[config.mk]
export PLATFORM = sky130hd
export DESIGN_NAME = gpio_port
export DESIGN_NICKNAME = d
export VERILOG_FILES = /design/src/rtl/gpio_port_pkg.sv /design/src/rtl/gpio_port_rst_sync.sv /design/src/rtl/gpio_port_in_sync.sv /design/src/rtl/gpio_port_regs.sv /design/src/rtl/gpio_port_pad_ctrl.sv /design/src/rtl/gpio_port.sv
export SDC_FILE = /design/constraint.sdc
export NUM_CORES = 1
export LEC_CHECK = 0
export CAP_MARGIN = 10
export CORE_ASPECT_RATIO = 0.9
export CORE_MARGIN = 1
export CORE_UTILIZATION = 35
export CTS_CLUSTER_DIAMETER = 100
export DETAILED_ROUTE_END_ITERATION = 10
export PLACE_DENSITY_LB_ADDON = 0.1
export SLEW_MARGIN = 10
export SYNTH_ARGS = -nofsm -noshare
export SYNTH_HDL_FRONTEND = slang
export SYNTH_SLANG_ARGS = --single-unit
[constraint.sdc]
create_clock -name clk -period 2.1 [get_ports clk]
set_clock_uncertainty 0.05 [all_clocks]
set_input_delay 0.525 -clock clk [delete_from_list [all_inputs] [get_ports clk]]
set_output_delay 0.525 -clock clk [all_outputs]
set_load 0.01 [all_outputs]
[src/rtl/gpio_port_pkg.sv]
package gpio_port_pkg;
  localparam int ADDR_W = 2;

  typedef enum logic [ADDR_W-1:0] {
    SEL_DATA = 2'd0,
    SEL_DIR  = 2'd1,
    SEL_ANA  = 2'd2,
    SEL_NONE = 2'd3
  } reg_sel_e;
endpackage

[src/rtl/gpio_port_rst_sync.sv]
module gpio_port_rst_sync (
  input  logic clk,
  input  logic rst_n,
  output logic rst_n_sync
);
  logic [1:0] stage_q;

  always_ff @(posedge clk or negedge rst_n) begin
    if (!rst_n) stage_q <= 2'b00;
    else        stage_q <= {stage_q[0], 1'b1};
  end

  assign rst_n_sync = stage_q[1];
endmodule

[src/rtl/gpio_port_in_sync.sv]
module gpio_port_in_sync #(
  parameter int WIDTH = 6
) (
  input  logic             clk,
  input  logic             rst_n,
  input  logic [WIDTH-1:0] async_in,
  output logic [WIDTH-1:0] sync_out
);
  logic [WIDTH-1:0] meta_q;
  logic [WIDTH-1:0] sync_q;

  always_ff @(posedge clk or negedge rst_n) begin
    if (!rst_n) begin
      meta_q <= '0;
      sync_q <= '0;
    end else begin
      meta_q <= async_in;
      sync_q <= meta_q;
    end
  end

  assign sync_out = sync_q;
endmodule

[src/rtl/gpio_port_regs.sv]
module gpio_port_regs
  import gpio_port_pkg::*;
#(
  parameter int               REG_W       = 8,
  parameter int               PIN_N       = 6,
  parameter logic [PIN_N-1:0] ANALOG_MASK = 6'h0F
) (
  input  logic              clk,
  input  logic              rst_n,
  input  logic              wr,
  input  logic [ADDR_W-1:0] addr,
  input  logic [REG_W-1:0]  wdata,
  input  logic [PIN_N-1:0]  pin_sync,
  output logic [REG_W-1:0]  rdata,
  output logic [PIN_N-1:0]  latch_q,
  output logic [PIN_N-1:0]  dir_q,
  output logic [PIN_N-1:0]  ana_q
);
  reg_sel_e         sel;
  logic             latch_en, dir_en, ana_en;
  logic [PIN_N-1:0] latch_d, dir_d, ana_d;
  logic [PIN_N-1:0] rd_pins;

  // next-state
  always_comb begin
    sel      = reg_sel_e'(addr);
    latch_en = wr && (sel == SEL_DATA);
    dir_en   = wr && (sel == SEL_DIR);
    ana_en   = wr && (sel == SEL_ANA);
    latch_d  = wdata[PIN_N-1:0];
    dir_d    = wdata[PIN_N-1:0];
    ana_d    = wdata[PIN_N-1:0] & ANALOG_MASK;
  end

  // output latch: no reset value
  always_ff @(posedge clk) begin
    if (latch_en) latch_q <= latch_d;
  end

  always_ff @(posedge clk or negedge rst_n) begin
    if (!rst_n)      dir_q <= '1;
    else if (dir_en) dir_q <= dir_d;
  end

  always_ff @(posedge clk or negedge rst_n) begin
    if (!rst_n)      ana_q <= ANALOG_MASK;
    else if (ana_en) ana_q <= ana_d;
  end

  // read mux
  always_comb begin
    unique case (sel)
      SEL_DATA: rd_pins = pin_sync & ~ana_q;
      SEL_DIR:  rd_pins = dir_q;
      SEL_ANA:  rd_pins = ana_q;
      default:  rd_pins = '0;
    endcase
    rdata = REG_W'(rd_pins);
  end

  p_dir_write_r10: assert property (@(posedge clk) disable iff (!rst_n)
    (wr && addr == SEL_DIR) |=> (dir_q == $past(wdata[PIN_N-1:0])));

  p_ana_capable_r4: assert property (@(posedge clk) disable iff (!rst_n)
    ((ana_q & ~ANALOG_MASK) == '0));

  p_ana_read_zero_r4: assert property (@(posedge clk) disable iff (!rst_n)
    (addr == SEL_DATA && ana_q[0]) |-> !rdata[0]);

  p_none_reads_zero_r9: assert property (@(posedge clk) disable iff (!rst_n)
    (addr == SEL_NONE) |-> (rdata == '0));

  generate
    if (REG_W > PIN_N) begin : g_upper
      p_upper_zero_r8: assert property (@(posedge clk) disable iff (!rst_n)
        (rdata[REG_W-1:PIN_N] == '0));
    end
  endgenerate
endmodule

[src/rtl/gpio_port_pad_ctrl.sv]
module gpio_port_pad_ctrl #(
  parameter int PIN_N  = 6,
  parameter int OD_PIN = 4
) (
  input  logic             clk,
  input  logic             rst_n,
  input  logic [PIN_N-1:0] latch_q,
  input  logic [PIN_N-1:0] dir_q,
  input  logic [PIN_N-1:0] periph_sel,
  input  logic [PIN_N-1:0] periph_dout,
  input  logic [PIN_N-1:0] periph_oe,
  output logic [PIN_N-1:0] pad_out,
  output logic [PIN_N-1:0] pad_oe
);
  for (genvar i = 0; i < PIN_N; i++) begin : g_pin
    logic src_val;
    logic src_en;

    always_comb begin
      src_val = periph_sel[i] ? periph_dout[i] : latch_q[i];
      src_en  = periph_sel[i] ? periph_oe[i]   : !dir_q[i];
    end

    if (i == OD_PIN) begin : g_open_drain
      always_comb begin
        pad_out[i] = 1'b0;
        pad_oe[i]  = src_en && !src_val;
      end

      p_od_release_r6: assert property (@(posedge clk) disable iff (!rst_n)
        (!periph_sel[i] && latch_q[i]) |-> !pad_oe[i]);
    end else begin : g_push_pull
      always_comb begin
        pad_out[i] = src_val;
        pad_oe[i]  = src_en;
      end

      p_input_hiz_r1: assert property (@(posedge clk) disable iff (!rst_n)
        (!periph_sel[i] && dir_q[i]) |-> !pad_oe[i]);

      p_periph_oe_gated_r5: assert property (@(posedge clk) disable iff (!rst_n)
        (!periph_sel[i] && !dir_q[i]) |-> (pad_oe[i] && pad_out[i] == latch_q[i]));
    end
  end
endmodule

[src/rtl/gpio_port.sv]
module gpio_port
  import gpio_port_pkg::*;
#(
  parameter int               REG_W       = 8,
  parameter int               PIN_N       = 6,
  parameter int               OD_PIN      = 4,
  parameter logic [PIN_N-1:0] ANALOG_MASK = 6'h0F
) (
  input  logic              clk,
  input  logic              rst_n,
  input  logic              bus_wr,
  input  logic [ADDR_W-1:0] bus_addr,
  input  logic [REG_W-1:0]  bus_wdata,
  output logic [REG_W-1:0]  bus_rdata,
  input  logic [PIN_N-1:0]  periph_sel,
  input  logic [PIN_N-1:0]  periph_dout,
  input  logic [PIN_N-1:0]  periph_oe,
  input  logic [PIN_N-1:0]  pad_in,
  output logic [PIN_N-1:0]  pad_out,
  output logic [PIN_N-1:0]  pad_oe
);
  logic             rst_n_sync;
  logic [PIN_N-1:0] pin_sync;
  logic [PIN_N-1:0] latch_q, dir_q, ana_q;

  gpio_port_rst_sync u_rst (
    .clk        (clk),
    .rst_n      (rst_n),
    .rst_n_sync (rst_n_sync)
  );

  gpio_port_in_sync #(.WIDTH(PIN_N)) u_sync (
    .clk      (clk),
    .rst_n    (rst_n_sync),
    .async_in (pad_in),
    .sync_out (pin_sync)
  );

  gpio_port_regs #(
    .REG_W       (REG_W),
    .PIN_N       (PIN_N),
    .ANALOG_MASK (ANALOG_MASK)
  ) u_regs (
    .clk      (clk),
    .rst_n    (rst_n_sync),
    .wr       (bus_wr),
    .addr     (bus_addr),
    .wdata    (bus_wdata),
    .pin_sync (pin_sync),
    .rdata    (bus_rdata),
    .latch_q  (latch_q),
    .dir_q    (dir_q),
    .ana_q    (ana_q)
  );

  gpio_port_pad_ctrl #(
    .PIN_N  (PIN_N),
    .OD_PIN (OD_PIN)
  ) u_pads (
    .clk         (clk),
    .rst_n       (rst_n_sync),
    .latch_q     (latch_q),
    .dir_q       (dir_q),
    .periph_sel  (periph_sel),
    .periph_dout (periph_dout),
    .periph_oe   (periph_oe),
    .pad_out     (pad_out),
    .pad_oe      (pad_oe)
  );
endmodule

==> flow_summary.yaml, run 1 <==
outcome:
  outcome: "finished clean"
sta:
  max_slew_margin: 0.4510
  setup-violations-final: 0
  post-route-min-period_ps: 2052
  worstMarginPinSlew_ps: 823.4
  slew_violations: 0
  hold_viol: 0
  period_share: 0.9770
  rsz0062_at_grt: "false"
  fmax_ghz: 0.4874
pwr:
  powerDensity_mw_per_mm2: 737.6
  ir_drop_mv: 0.5018
  p_leak_uw: 0.0008558
  finalPower_uw: 1450
global_routing:
  track_usage: 0.1533
  overflow: 0
  antenna_found_initial: 0
  grt_max_degree: 23
  grt_pass1_vias: 900
  grt_pass1_wl_um: 4146
finish:
  nFillCells: 290
  areaGrowthSynthToFinish_pct: 48.77
  fin_area_mm2: 0.001966
  fin_nets: 191
  final_cells: 199
  layout-drive-gt1-share: 0.3677
  diodes: 0
synthesis:
  syn_inst: 97
  synth_largest_area_cell: "dfrtp_1"
  synthFlopType: "dfrtp_1"
  ys_ff_latch: 30
  syn_area_mm2: 0.001321
  synth_area_leaders: "dfrtp_1 (27%), dfstp_2 (20%), edfxtp_1 (14%), mux2_2 (12%), buf_4 (8.0%)"
  synth_top_area_share: 0.2652
  synth_warnings: 0
  synth_edf_count: 6
  synth-async-reset-ratio: 0.8000
  syn_avg_cell_area_um2: 13.62
  synthDistinctLibCells: 19
  synth-seq-area-share: 0.6004
  synth_commonest_cells: "buf_4 (14), dfrtp_1 (14), mux2_2 (14)"
cts:
  cts.sinks: 30
  clk-insertion-delay-late_ps: 280
  h-tree-depth: 2
  clk_pin_slew_worst_paths_ps: 60
  numCtsBuffers: 5
  root_buffer: "clkbuf_8"
  cts_tree: "yes"
  cts.path.max_buffers: 2
min_path:
  hold_class: "register to async pin"
worst_setup_path:
  r2r_start: "u_rst.stage_q[1]"
  worst-path-max-fanout: 8
  crit_required_ps: 1520
  worstPathArrival_ps: 1480
  crit_path_start: "bus_addr[1]"
  cp-end-kind: "primary output"
  critPathLaunchType: "input pin"
  worstSetupPathType: "input pin to primary output"
  reg2reg_slack_ps: 1200
floorplan:
  initial_utilization: 0.3799
  fp-row-count: 20
  die_area_mm2: 0.004025
  fp.dieH_um: 60.29
  ios: 57
  coreArea_mm2: 0.003478
  die_width_um: 66.77
place:
  place_hpwl_um: 1986
  numPortBuffers: 51
  place_inst: 188
  gp_congestion: 0.7571
  postPlaceCellArea_mm2: 0.001864
routing:
  post_drt_wl_per_cell_um: 13.57
  drcViolationCount: 0
  firstDrtPassIters: 4
  antenna_left: 0
  viasPerCell: 4.523
  drt_iter0_drc: 23
  vias: 900
  wirelength_um: 2700
flow_run:
  drv_cap: 0
## layout make-up
type / instances / area [µm²] / area share
Sequential cell: 30 / 793.3 / 0.4036
Clock inverter: 2 / 12.51 / 0.006365
Clock buffer: 6 / 82.58 / 0.04201
Timing Repair Buffer: 63 / 591.8 / 0.3011
Multi-Input combinational cell: 54 / 430.4 / 0.2190
Tap cell: 44 / 55.05 / 0.02801
## routing by layer
metal	vias up	routed length, µm	track usage
li1	439	-	-
met1	425	1013	0.1569
met2	34	1471	0.2713
met3	2	185	0.05725
met4	0	29	0.08207
met5	-	0	0
## power breakdown
part | total [µW] | internal [µW] | switching [µW]
clock network | 473 | 263 | 210
logic | 260 | 163 | 96.4
registers | 717 | 678 | 39.1
total | 1450 | 1100 | 346
## timing repair
item | in CTS | in global routing
gates cloned | 1 | 0
resized for setup | 45 | 7
setup endpoints to repair | 17 | 4
buffers inserted | 2 | 0
hold buffers | 0 | 0
## metrics by stage
stage               worst slack [ps]  utilization  hold WS, ps  TNS [ps]
floorplan                      407.5            -        179.4         0
global placement              -678.4       0.5360        283.3     -6134
detailed placement            -693.0       0.5360        285.5     -6535
CTS                            9.976       0.5658        299.6         0
global route                   10.14       0.5651        302.5         0
finish                         48.31       0.5651        295.0         0
## worst max-delay path, stage by stage
cell and delay [ps]:
clkdlybuf4s15_2 240, or3b_1 410, a22oi_2 150, buf_2 160
## placed cells by master, fill, tap and decap left out
master / count
conb_1: 4
clkdlybuf4s15_2: 3
clkinv_2: 1
mux2i_1: 2
nand2b_1: 4
mux2_2: 14
clkbuf_8: 6
a22oi_1: 3
clkbuf_2: 2
dfstp_2: 10
dfrtp_1: 14
clkdlybuf4s50_1: 28
nand3b_4: 2
or3b_1: 4
nor3b_1: 1
a21oi_1: 4
clkinvlp_4: 1
nor2_1: 2
buf_4: 10
mux2_1: 1
clkdlybuf4s15_1: 1
nand2_1: 6
buf_12: 1
buf_2: 5
a22oi_2: 1
bufbuf_16: 1
dlygate4sd2_1: 12
edfxtp_1: 6
o32ai_1: 1
o21ai_0: 5
## path summary, 6_finish.rpt
path	to	cells after the start
max in group asynchronous	u_sync.sync_out[4]	0
worst max-delay path	bus_rdata[2]	4
worst min register to register	u_sync.meta_q[4]	0
min in group clk	u_sync.sync_out[2]	0
worst min-delay path	u_sync.meta_q[4]	0
worst max register to register	u_sync.sync_out[4]	0
## registers in the layout, summed over array words and instances, names as in the netlist
name	cells
u_regs.dir_q	6
u_regs.latch_q	6
u_sync.sync_out	6
u_rst.stage_q	2
u_sync.meta_q	6
u_regs.ana_q	4
## kinds of logic (layout without fill, tap and decap cells)
group                  count (synthesis)  in the layout  synth area share
flip-flops                            30             30            0.6004
AND/OR/NAND/NOR                       19             19            0.1042
multiplexers                          17             17            0.1430
buffers and inverters                 15             71           0.08333
AO/OA/AOI/OAI                         14             14           0.06345
other                                  2              4          0.005684
(Power assumes the default switching activity.)
==> inputs of run 2 (changes only) <==
--- a/config.mk
+++ b/config.mk
@@ -6,9 +6,11 @@
 export NUM_CORES = 1
 export LEC_CHECK = 0
 export CAP_MARGIN = 10
+export CELL_PAD_IN_SITES_DETAIL_PLACEMENT = 1
+export CELL_PAD_IN_SITES_GLOBAL_PLACEMENT = 2
 export CORE_ASPECT_RATIO = 0.9
 export CORE_MARGIN = 1
-export CORE_UTILIZATION = 35
+export CORE_UTILIZATION = 28
 export CTS_CLUSTER_DIAMETER = 100
 export DETAILED_ROUTE_END_ITERATION = 10
 export PLACE_DENSITY_LB_ADDON = 0.1
==> run 2 against run 1 <==
Die area increased by 24%. Sequential share of layout area rose by 0.077 points. Worst hold slack worse by 160 ps. Largest power group unchanged. Register-to-register slack gained 70 ps. Flip-flop and latch count unchanged. Fmax fell by 0.11%. Clock-buffer cell count is 1 higher. Utilization fell by 13 points. Via count increased by 1.8%. Final cell count is 8.5% higher.
==> flow_summary.yaml, run 2 (same netlist as run 1, synthesis figures left out) <==
finish:
  areaGrowthSynthToFinish_pct: 48.48
  diodes: 0
  nFillCells: 501
  final_util: 0.4370
  mostFrequentLayoutCells: "clkdlybuf4s50_1 (28), mux2_2 (14), dfrtp_1 (14)"
  fin_nets: 191
  fin_area_mm2: 0.001962
  layout_commonest_cell: "clkdlybuf4s50_1"
  multi_input_area_um2: 430.4
  seq_area_um2: 793.3
  layout-drive-gt1-share: 0.3506
worst_setup_path:
  slowest_stage: "clkdlybuf4s50_1"
  crit_required_ps: 1520
  worst-path-max-fanout: 2
  reg2reg_slack_ps: 1270
  crit_path_start: "periph_sel[5]"
  cp_num_buf_inv: 2
  r2r-end: "u_regs.dir_q[3]"
  crit_family: "buffers and inverters"
  critPathLaunchType: "input pin"
  path_cells: "clkdlybuf4s50_1 -> mux2_2 -> buf_2"
  r2r_start: "u_rst.stage_q[1]"
  critPathMaxStageDelay_ps: 490
  worstSetupPathType: "input pin to primary output"
  cp.depth: 3
  cp-end-kind: "primary output"
  worstPathArrival_ps: 1480
  endpoint: "pad_out[5]"
  ff2ff_path_depth: 1
cts:
  clk_pin_slew_worst_paths_ps: 50
  cts_tree: "yes"
  cts.path.max_buffers: 2
  cts.sinks: 30
  h-tree-depth: 2
  root_buffer: "clkbuf_8"
  clk-insertion-delay-late_ps: 270
  numCtsBuffers: 5
  holdBufCountCts: 0
flow_run:
  drv_cap: 0
routing:
  drt_iter0_drc: 20
  post_drt_wl_per_cell_um: 13.08
  antenna_left: 0
  drcViolationCount: 0
  firstDrtPassIters: 3
  wirelength_um: 2826
  vias: 916
  viasPerCell: 4.241
sta:
  fin_ws_ps: 46.13
  hold_viol: 0
  slew_violations: 0
  fmax_ghz: 0.4869
  post-route-min-period_ps: 2054
  rsz0062_at_grt: "false"
  whs_ps: 134.4
  setup-violations-final: 0
  period_share: 0.9780
pwr:
  p_leak_uw: 0.0008468
  powerDensity_mw_per_mm2: 710.9
  finalPower_uw: 1395
  ir_drop_mv: 0.4241
floorplan:
  initial_utilization: 0.2943
  ios: 57
  coreArea_mm2: 0.004489
  fp.dieH_um: 67.17
  die_area_mm2: 0.004998
  fp-row-count: 23
  die_width_um: 74.41
min_path:
  hold_class: "register to async pin"
global_routing:
  track_usage: 0.1265
  overflow: 0
  antenna_found_initial: 0
  grt_pass1_wl_um: 4464
  grt_pass1_vias: 940
  grt_max_degree: 13
place:
  place_hpwl_um: 2205
  postPlaceCellArea_mm2: 0.001894
  gp_congestion: 0.6465
  numPortBuffers: 51
  dp_slack_ps: -711.2
outcome:
  outcome: "finished clean"
run 2: cell count changes in the layout (fill, tap and decap cells not counted), sizes merged:
cell,before,now
clkdlybuf4s15,4,2
buf,16,17
clkbuf,8,9
clkinv,1,0
clkinvlp,1,0
dlygate4sd2,12,13
run 2: how the worst min path moves through the flow:
stage	from	end	slack [ps]
after CTS	u_rst.stage_q[1]	u_sync.meta_q[1]	150
after global placement	u_rst.stage_q[1]	u_sync.meta_q[1]	130
after global routing	u_rst.stage_q[1]	u_sync.meta_q[1]	170
after detailed placement	u_rst.stage_q[1]	u_sync.meta_q[1]	140
final	u_rst.stage_q[1]	u_sync.meta_q[1]	130
after floorplan	rst_n	u_rst.stage_q[0]	180
run 2: power by group:
part	total [µW]	switching, µW	internal [µW]	leakage [µW]
clock	419	192	227	0.0000383
combinational	260	97.3	162	0.000485
sequential	716	37.3	679	0.000323
total	1390	326	1070	0.000847
run 2: cell type report:
| cell class | count | share of cell area |
|---|---|---|
| clock buffer | 7 | 0.03890 |
| timing repair buffer | 63 | 0.2978 |
| multi-input combinational | 54 | 0.2194 |
| tap | 62 | 0.03954 |
| sequential | 30 | 0.4043 |
run 2: per-stage QoR:
step / setup TNS (ps) / std cells
finish: 0 / 216
global route: 0 / 216
CTS: 0 / 216
detailed placement: -6546 / 207
global placement: -6259 / 207
floorplan: 0 / 99
run 2: repair_timing:
action / 4_1_cts / 5_1_grt
setup buffers: 1 / 0
endpoints found under the setup margin: 17 / 5
gates cloned: 1 / 0
resized for setup: 46 / 6
run 2: layer usage:
layer	share of wire	GRT usage	vias to the layer above	wire length [µm]
li1	-	-	438	-
met4	0.0092	0.06368	0	26
met2	0.54	0.2196	27	1512
met5	0	0	-	0
met3	0.054	0.04627	4	152
met1	0.40	0.1350	447	1134
